**src/rtl/adc_fmt_pkg.sv**
```systemverilog
package adc_fmt_pkg;
  localparam int SELW = 3;
  localparam logic [SELW-1:0] PAT_NORMAL = 3'd0;
  localparam logic [SELW-1:0] PAT_ZEROS  = 3'd1;
  localparam logic [SELW-1:0] PAT_ONES   = 3'd2;
  localparam logic [SELW-1:0] PAT_ALT    = 3'd3;
  localparam logic [SELW-1:0] PAT_RAMP   = 3'd4;
  localparam logic [SELW-1:0] PAT_USER   = 3'd5;
endpackage

```
**src/rtl/fmt_offset_sat.sv**
```systemverilog
module fmt_offset_sat #(
  parameter int DW = 14,
  parameter int OW = 6
) (
  input  logic [DW-1:0] sample,
  input  logic [OW-1:0] offset,
  output logic [DW-1:0] sum
);
  localparam logic [DW-1:0] MAXV = {1'b0, {(DW-1){1'b1}}};
  localparam logic [DW-1:0] MINV = {1'b1, {(DW-1){1'b0}}};

  logic [DW:0] wide;

  always_comb begin
    wide = {sample[DW-1], sample} + {{(DW+1-OW){offset[OW-1]}}, offset};
    if (wide[DW] != wide[DW-1])
      sum = wide[DW] ? MINV : MAXV;
    else
      sum = wide[DW-1:0];
  end
endmodule

```
**src/rtl/fmt_pattern_gen.sv**
```systemverilog
module fmt_pattern_gen
  import adc_fmt_pkg::*;
#(
  parameter int DW = 14
) (
  input  logic            clk,
  input  logic            rst_n,
  input  logic            adv,
  input  logic [SELW-1:0] sel,
  input  logic [DW-1:0]   user_word,
  output logic [DW-1:0]   pat_word,
  output logic            pat_active
);
  logic [DW-1:0] even_mask;
  logic [DW-1:0] odd_mask;
  logic          alt_ph;
  logic [DW-1:0] ramp_q;

  for (genvar b = 0; b < DW; b++) begin : g_mask
    assign even_mask[b] = (b % 2 == 0);
    assign odd_mask[b]  = (b % 2 == 1);
  end

  always_ff @(posedge clk or negedge rst_n) begin
    if (!rst_n) begin
      alt_ph <= 1'b0;
      ramp_q <= '0;
    end else if (adv) begin
      alt_ph <= (sel == PAT_ALT)  ? ~alt_ph : 1'b0;
      ramp_q <= (sel == PAT_RAMP) ? ramp_q + 1'b1 : '0;
    end
  end

  always_comb begin
    pat_active = 1'b1;
    unique case (sel)
      PAT_ZEROS: pat_word = '0;
      PAT_ONES:  pat_word = '1;
      PAT_ALT:   pat_word = alt_ph ? odd_mask : even_mask;
      PAT_RAMP:  pat_word = ramp_q;
      PAT_USER:  pat_word = user_word;
      default: begin
        pat_word   = '0;
        pat_active = 1'b0;
      end
    endcase
  end
endmodule

```
**src/rtl/fmt_lane_map.sv**
```systemverilog
module fmt_lane_map #(
  parameter int DW = 14
) (
  input  logic          phase_hi,
  input  logic          ddr_en,
  input  logic [DW-1:0] word,
  output logic [DW-1:0] pins
);
  localparam int LANES = DW / 2;

  logic [LANES-1:0] ddr_lanes;

  for (genvar l = 0; l < LANES; l++) begin : g_lane
    assign ddr_lanes[l] = phase_hi ? word[2*l] : word[2*l+1];
  end

  assign pins = ddr_en ? {{(DW-LANES){1'b0}}, ddr_lanes} : word;
endmodule

```
**src/rtl/adc_out_formatter.sv**
```systemverilog
module adc_out_formatter
  import adc_fmt_pkg::*;
#(
  parameter int DW = 14,
  parameter int OW = 6
) (
  input  logic            clk,
  input  logic            rst_n,
  input  logic            in_valid,
  output logic            in_ready,
  input  logic [DW-1:0]   in_sample,
  input  logic [OW-1:0]   in_offset,
  input  logic [SELW-1:0] pat_sel,
  input  logic [DW-1:0]   pat_user,
  input  logic            ddr_mode,
  output logic [DW-1:0]   out_pins,
  output logic            out_dav
);
  logic          accept;
  logic [DW-1:0] sum;
  logic [DW-1:0] pat_word;
  logic          pat_active;
  logic [DW-1:0] word_q;
  logic          dav_q;

  assign in_ready = 1'b1;
  assign accept   = in_valid;

  fmt_offset_sat #(.DW(DW), .OW(OW)) u_off (
    .sample (in_sample),
    .offset (in_offset),
    .sum    (sum)
  );

  fmt_pattern_gen #(.DW(DW)) u_pat (
    .clk        (clk),
    .rst_n      (rst_n),
    .adv        (accept),
    .sel        (pat_sel),
    .user_word  (pat_user),
    .pat_word   (pat_word),
    .pat_active (pat_active)
  );

  always_ff @(posedge clk or negedge rst_n) begin
    if (!rst_n) begin
      word_q <= '0;
      dav_q  <= 1'b0;
    end else if (accept) begin
      word_q <= pat_active ? pat_word : sum;
      dav_q  <= ~dav_q;
    end
  end

  fmt_lane_map #(.DW(DW)) u_map (
    .phase_hi (clk),
    .ddr_en   (ddr_mode),
    .word     (word_q),
    .pins     (out_pins)
  );

  assign out_dav = dav_q;
endmodule

```
**config.mk**
```make
export PLATFORM = sky130hd
export DESIGN_NAME = adc_out_formatter
export DESIGN_NICKNAME = d
export VERILOG_FILES = /design/src/rtl/adc_fmt_pkg.sv /design/src/rtl/fmt_offset_sat.sv /design/src/rtl/fmt_pattern_gen.sv /design/src/rtl/fmt_lane_map.sv /design/src/rtl/adc_out_formatter.sv
export SDC_FILE = /design/constraint.sdc
export NUM_CORES = 1
export LEC_CHECK = 0
export BUFFER_PORTS_ARGS = -buffer_cell sky130_fd_sc_hd__buf_2
export CORE_ASPECT_RATIO = 0.9
export CORE_MARGIN = 5
export CORE_UTILIZATION = 55
export CTS_CLUSTER_DIAMETER = 80
export DETAILED_ROUTE_END_ITERATION = 10
export PLACE_DENSITY = 0.87
export SYNTH_ARGS = -nofsm -noshare
export SYNTH_HDL_FRONTEND = slang
export SYNTH_SLANG_ARGS = --single-unit
export TNS_END_PERCENT = 50
```
**constraint.sdc**
```tcl
create_clock -name clk -period 1.8 [get_ports clk]
set_input_delay 0 -clock clk [delete_from_list [all_inputs] [get_ports clk]]
set_output_delay 0 -clock clk [all_outputs]
set_load 0.02 [all_outputs]
```
==> impl_metrics.csv <==
group,metric,value,unit
sta,tightestPinTransition,0.684,ns
job,cap_viol_max_count,0,
cells_and_area,drive_gt1_share,36.5,%
setup_path,cp.arrival,2.26,ns
synthesis,avgSynthCellArea,8.47,µm²
power,ir_drop,0.599,mV
sta,period_minus_slack,1.97,ns
power,p_leak,0.00159,µW
global_route,antenna_found_initial,0,
setup_path,r2r_end,"word_q[7]",
setup_path,cp-end-kind,"flop",
cells_and_area,final_cells,456,
detailed_routing,drt_iter0_markers,443,
synthesis,synth-compound-area-share,22.8,%
synthesis,synth-async-reset-ratio,100,%
synthesis,synth_mux_area_share,9.00,%
synthesis,ys_seq_area_share,29.7,%
global_route,grt_pass1_wl,12800,µm
setup_path,cp_max_fo,5,
detailed_routing,ant_nets,0,
synthesis,synth_xor_area_share,6.23,%
detailed_routing,vias,2855,
setup_path,rr_worst_depth,6,
hold_path,hold_depth,4,
detailed_routing,firstDrtPassIters,5,
sta,drv_slew,0,
setup_path,crit_buf_inv,1,
synthesis,synth.distinct_cells,54,
setup_path,slowest_stage,"nor3b_4",
detailed_routing,routed_wirelength,8700,µm
setup_path,slowest_delay,0.35,ns
synthesis,synth_edf_count,0,
setup_path,worst_ep_required_time,2.09,ns
hold_path,hp-start,"in_sample[0]",
setup_path,reg2reg_slack,0.01,ns
setup_path,cpLargestDelayFamily,"compound AO/OA/AOI/OAI gates",
sta,final-setup-viol-count,12,
global_route,grt_usage,28.3,%
sta,skew,0.00697,ns
setup_path,crit_chain,"buf_6, ha_4, fa_2, a21o_1, a221oi_4, nor2_4, nor3b_4, mux2i_4, a311o_1, o221a_2",
floorplan,dieArea,0.00606,mm²
status,outcome,"complete, but fails checks",
global_route,grt_pass1_vias,2854,
floorplan,io_pins,57,
floorplan,die_w,81.5,µm
hold_path,hold_path.class,"input port to flop",
cells_and_area,syn_to_final_growth,39.7,%
sta,fin_crit_sh,109,%
cells_and_area,final_cell_mix,"52 x buf_2, 39 x nor2_1, 37 x buf_4, 30 x dfrtp_1, 23 x a21oi_1",
cells_and_area,nets,451,
synthesis,synthFlopType,"dfrtp_1",
synthesis,netlist_instances,299,
floorplan,start_util,56.7,%
sta,fin_hold_ws,0.0304,ns
cells_and_area,layout_commonest_cell,"buf_2",
setup_path,startpoint_type,"input port",
floorplan,core_area,0.00446,mm²
floorplan,die_h,74.4,µm
place,dp.cells,441,
synthesis,synth_simple_gate_area_share,20.1,%
detailed_routing,wl_per_cell,19.1,µm
synthesis,synth_fa_ha_area_share,8.21,%
place,dpl_cell_area,0.00314,mm²
setup_path,criticalPathCategory,"input port to flop",
global_route,grt-ovfl-total,0,
synthesis,synth_nets,356,
synthesis,synth_top_family_by_area,"compound AO/OA/AOI/OAI gates",
global_route,grt_max_degree,31,
place,place_hpwl,5380,µm
power,cellPowerDensity,830,mW/mm²
power,power,2940,µW
setup_path,r2r_start,"u_pat.alt_ph",
status,violations,"negative setup slack",
clock_network,clk_pin_slew,0.07,ns
sta,hold_violations,0,
sta,timing.fmax,508,MHz
setup_path,cp-startpoint,"in_offset[0]",
detailed_routing,drc,0,
hold_path,min_to,"word_q[0]",
place,numPortBuffers,55,
place,dpl_worst_slack,-0.485,ns
synthesis,syn-cell-area,0.00253,mm²
cells_and_area,num_antenna_cells,0,
synthesis,ys_warn_count,0,
sta,rsz0062_at_grt,"yes",
floorplan,rows,23,
detailed_routing,vias_per_cell,6.26,
sta,slew_headroom,54.4,%
clock_network,clock_latency,0.40,ns
cells_and_area,fin_area,0.00354,mm²
synthesis,ys_ff_latch,30,
setup_path,path_depth,10,
clock_network,cts_tree,"built",
sta,setup_slack,-0.170,ns
place,gp_congestion,0.906,
-- final cells by class --
| cell class | instances | area (µm²) |
|---|---|---|
| clock buffer | 18 | 176 |
| multi-input combinational | 250 | 1920 |
| timing repair buffer | 90 | 588 |
| sequential | 30 | 751 |
| fill | 253 | 923 |
| tap | 62 | 77.6 |
| inverter | 6 | 22.5 |
-- synthesized netlist by cell type (2+ instances only) --
cell type	count	share of area [%]
nor2_1	39	5.8
dfrtp_1	30	30
a21oi_1	25	4.9
o21ai_0	21	4.2
nand2_1	19	2.8
mux2i_1	18	7.1
ha_1	15	7.4
nor2b_1	11	2.7
xnor2_1	10	3.5
nand3_1	9	1.8
clkbuf_1	8	1.2
xor2_1	8	2.8
a31oi_1	6	1.5
and3_1	6	1.5
inv_1	6	0.89
a211oi_1	5	1.5
o22ai_1	5	1.2
a21o_1	4	1.2
or3_1	4	0.99
a221oi_2	3	1.8
buf_2	3	0.59
mux2_2	3	1.3
nand2b_1	3	0.74
nand4_1	3	0.74
o21bai_1	3	0.89
a311oi_1	2	0.69
and4_1	2	0.69
buf_6	2	0.89
-- flip-flops by register name, indices dropped and copies added (netlist names) --
register and count:
u_pat.ramp_q 14, word_q 14, u_pat.alt_ph 1, out_dav 1
-- cell families (layout without fill, tap and decap cells) --
group                      count (synthesis)  count (layout)
buffers and inverters                     20             114
adders and majority gates                 16              16
xor gates and xnor gates                  18              18
DFF                                       30              30
AOI/OAI and AO/OA                         88              88
muxes                                     22              23
and+or+nand+nor                          104             104
other                                      1               1
-- power breakdown --
| group | switching [µW] | internal [µW] | total, µW |
|---|---|---|---|
| Combinational | 509 | 411 | 921 |
| Clock | 549 | 654 | 1200 |
| Sequential | 66.3 | 746 | 812 |
-- how the worst max path moves through the flow --
| stage | end | slack, ns |
|---|---|---|
| finish | word_q[7] | -0.17 |
| global route | word_q[7] | -0.19 |
| CTS | word_q[11] | -0.03 |
| detailed placement | word_q[7] | -0.49 |
| global placement | word_q[7] | -0.40 |
| floorplan | word_q[5] | -0.21 |
-- layer usage --
layer / vias to the layer above / share of wire [%] / track usage, %
met3: 59 / 9.9 / 9.20
met5: - / 0 / 0
met4: 0 / 5.6 / 18.6
met1: 1313 / 38 / 34.5
met2: 203 / 47 / 42.9
li1: 1280 / - / -
-- timing repair --
item,in CTS,in global routing
hold buffers,1,0
hold endpoints to repair,30,0
endpoints found under the setup margin,13,13
pin swaps,11,14
gates resized for setup,13,24
setup buffers,2,0
cloned,1,0
-- worst register-to-register path, cell delays in order (launching register included) --
cell     delay, ns
dfrtp_1       0.40
and2b_1       0.23
o21ai_1       0.21
a21oi_1       0.24
inv_1         0.11
a311o_1       0.36
o221a_2       0.14
-- through the flow --
step / utilization [%] / setup TNS, ns
floorplan: - / -1.68
global placement: 70.4 / -4.45
detailed placement: 70.4 / -5.49
CTS: 76.1 / -0.0754
global route: 79.3 / -1.62
finish: 79.3 / -1.24
Power figures use the tool's default switching activity.
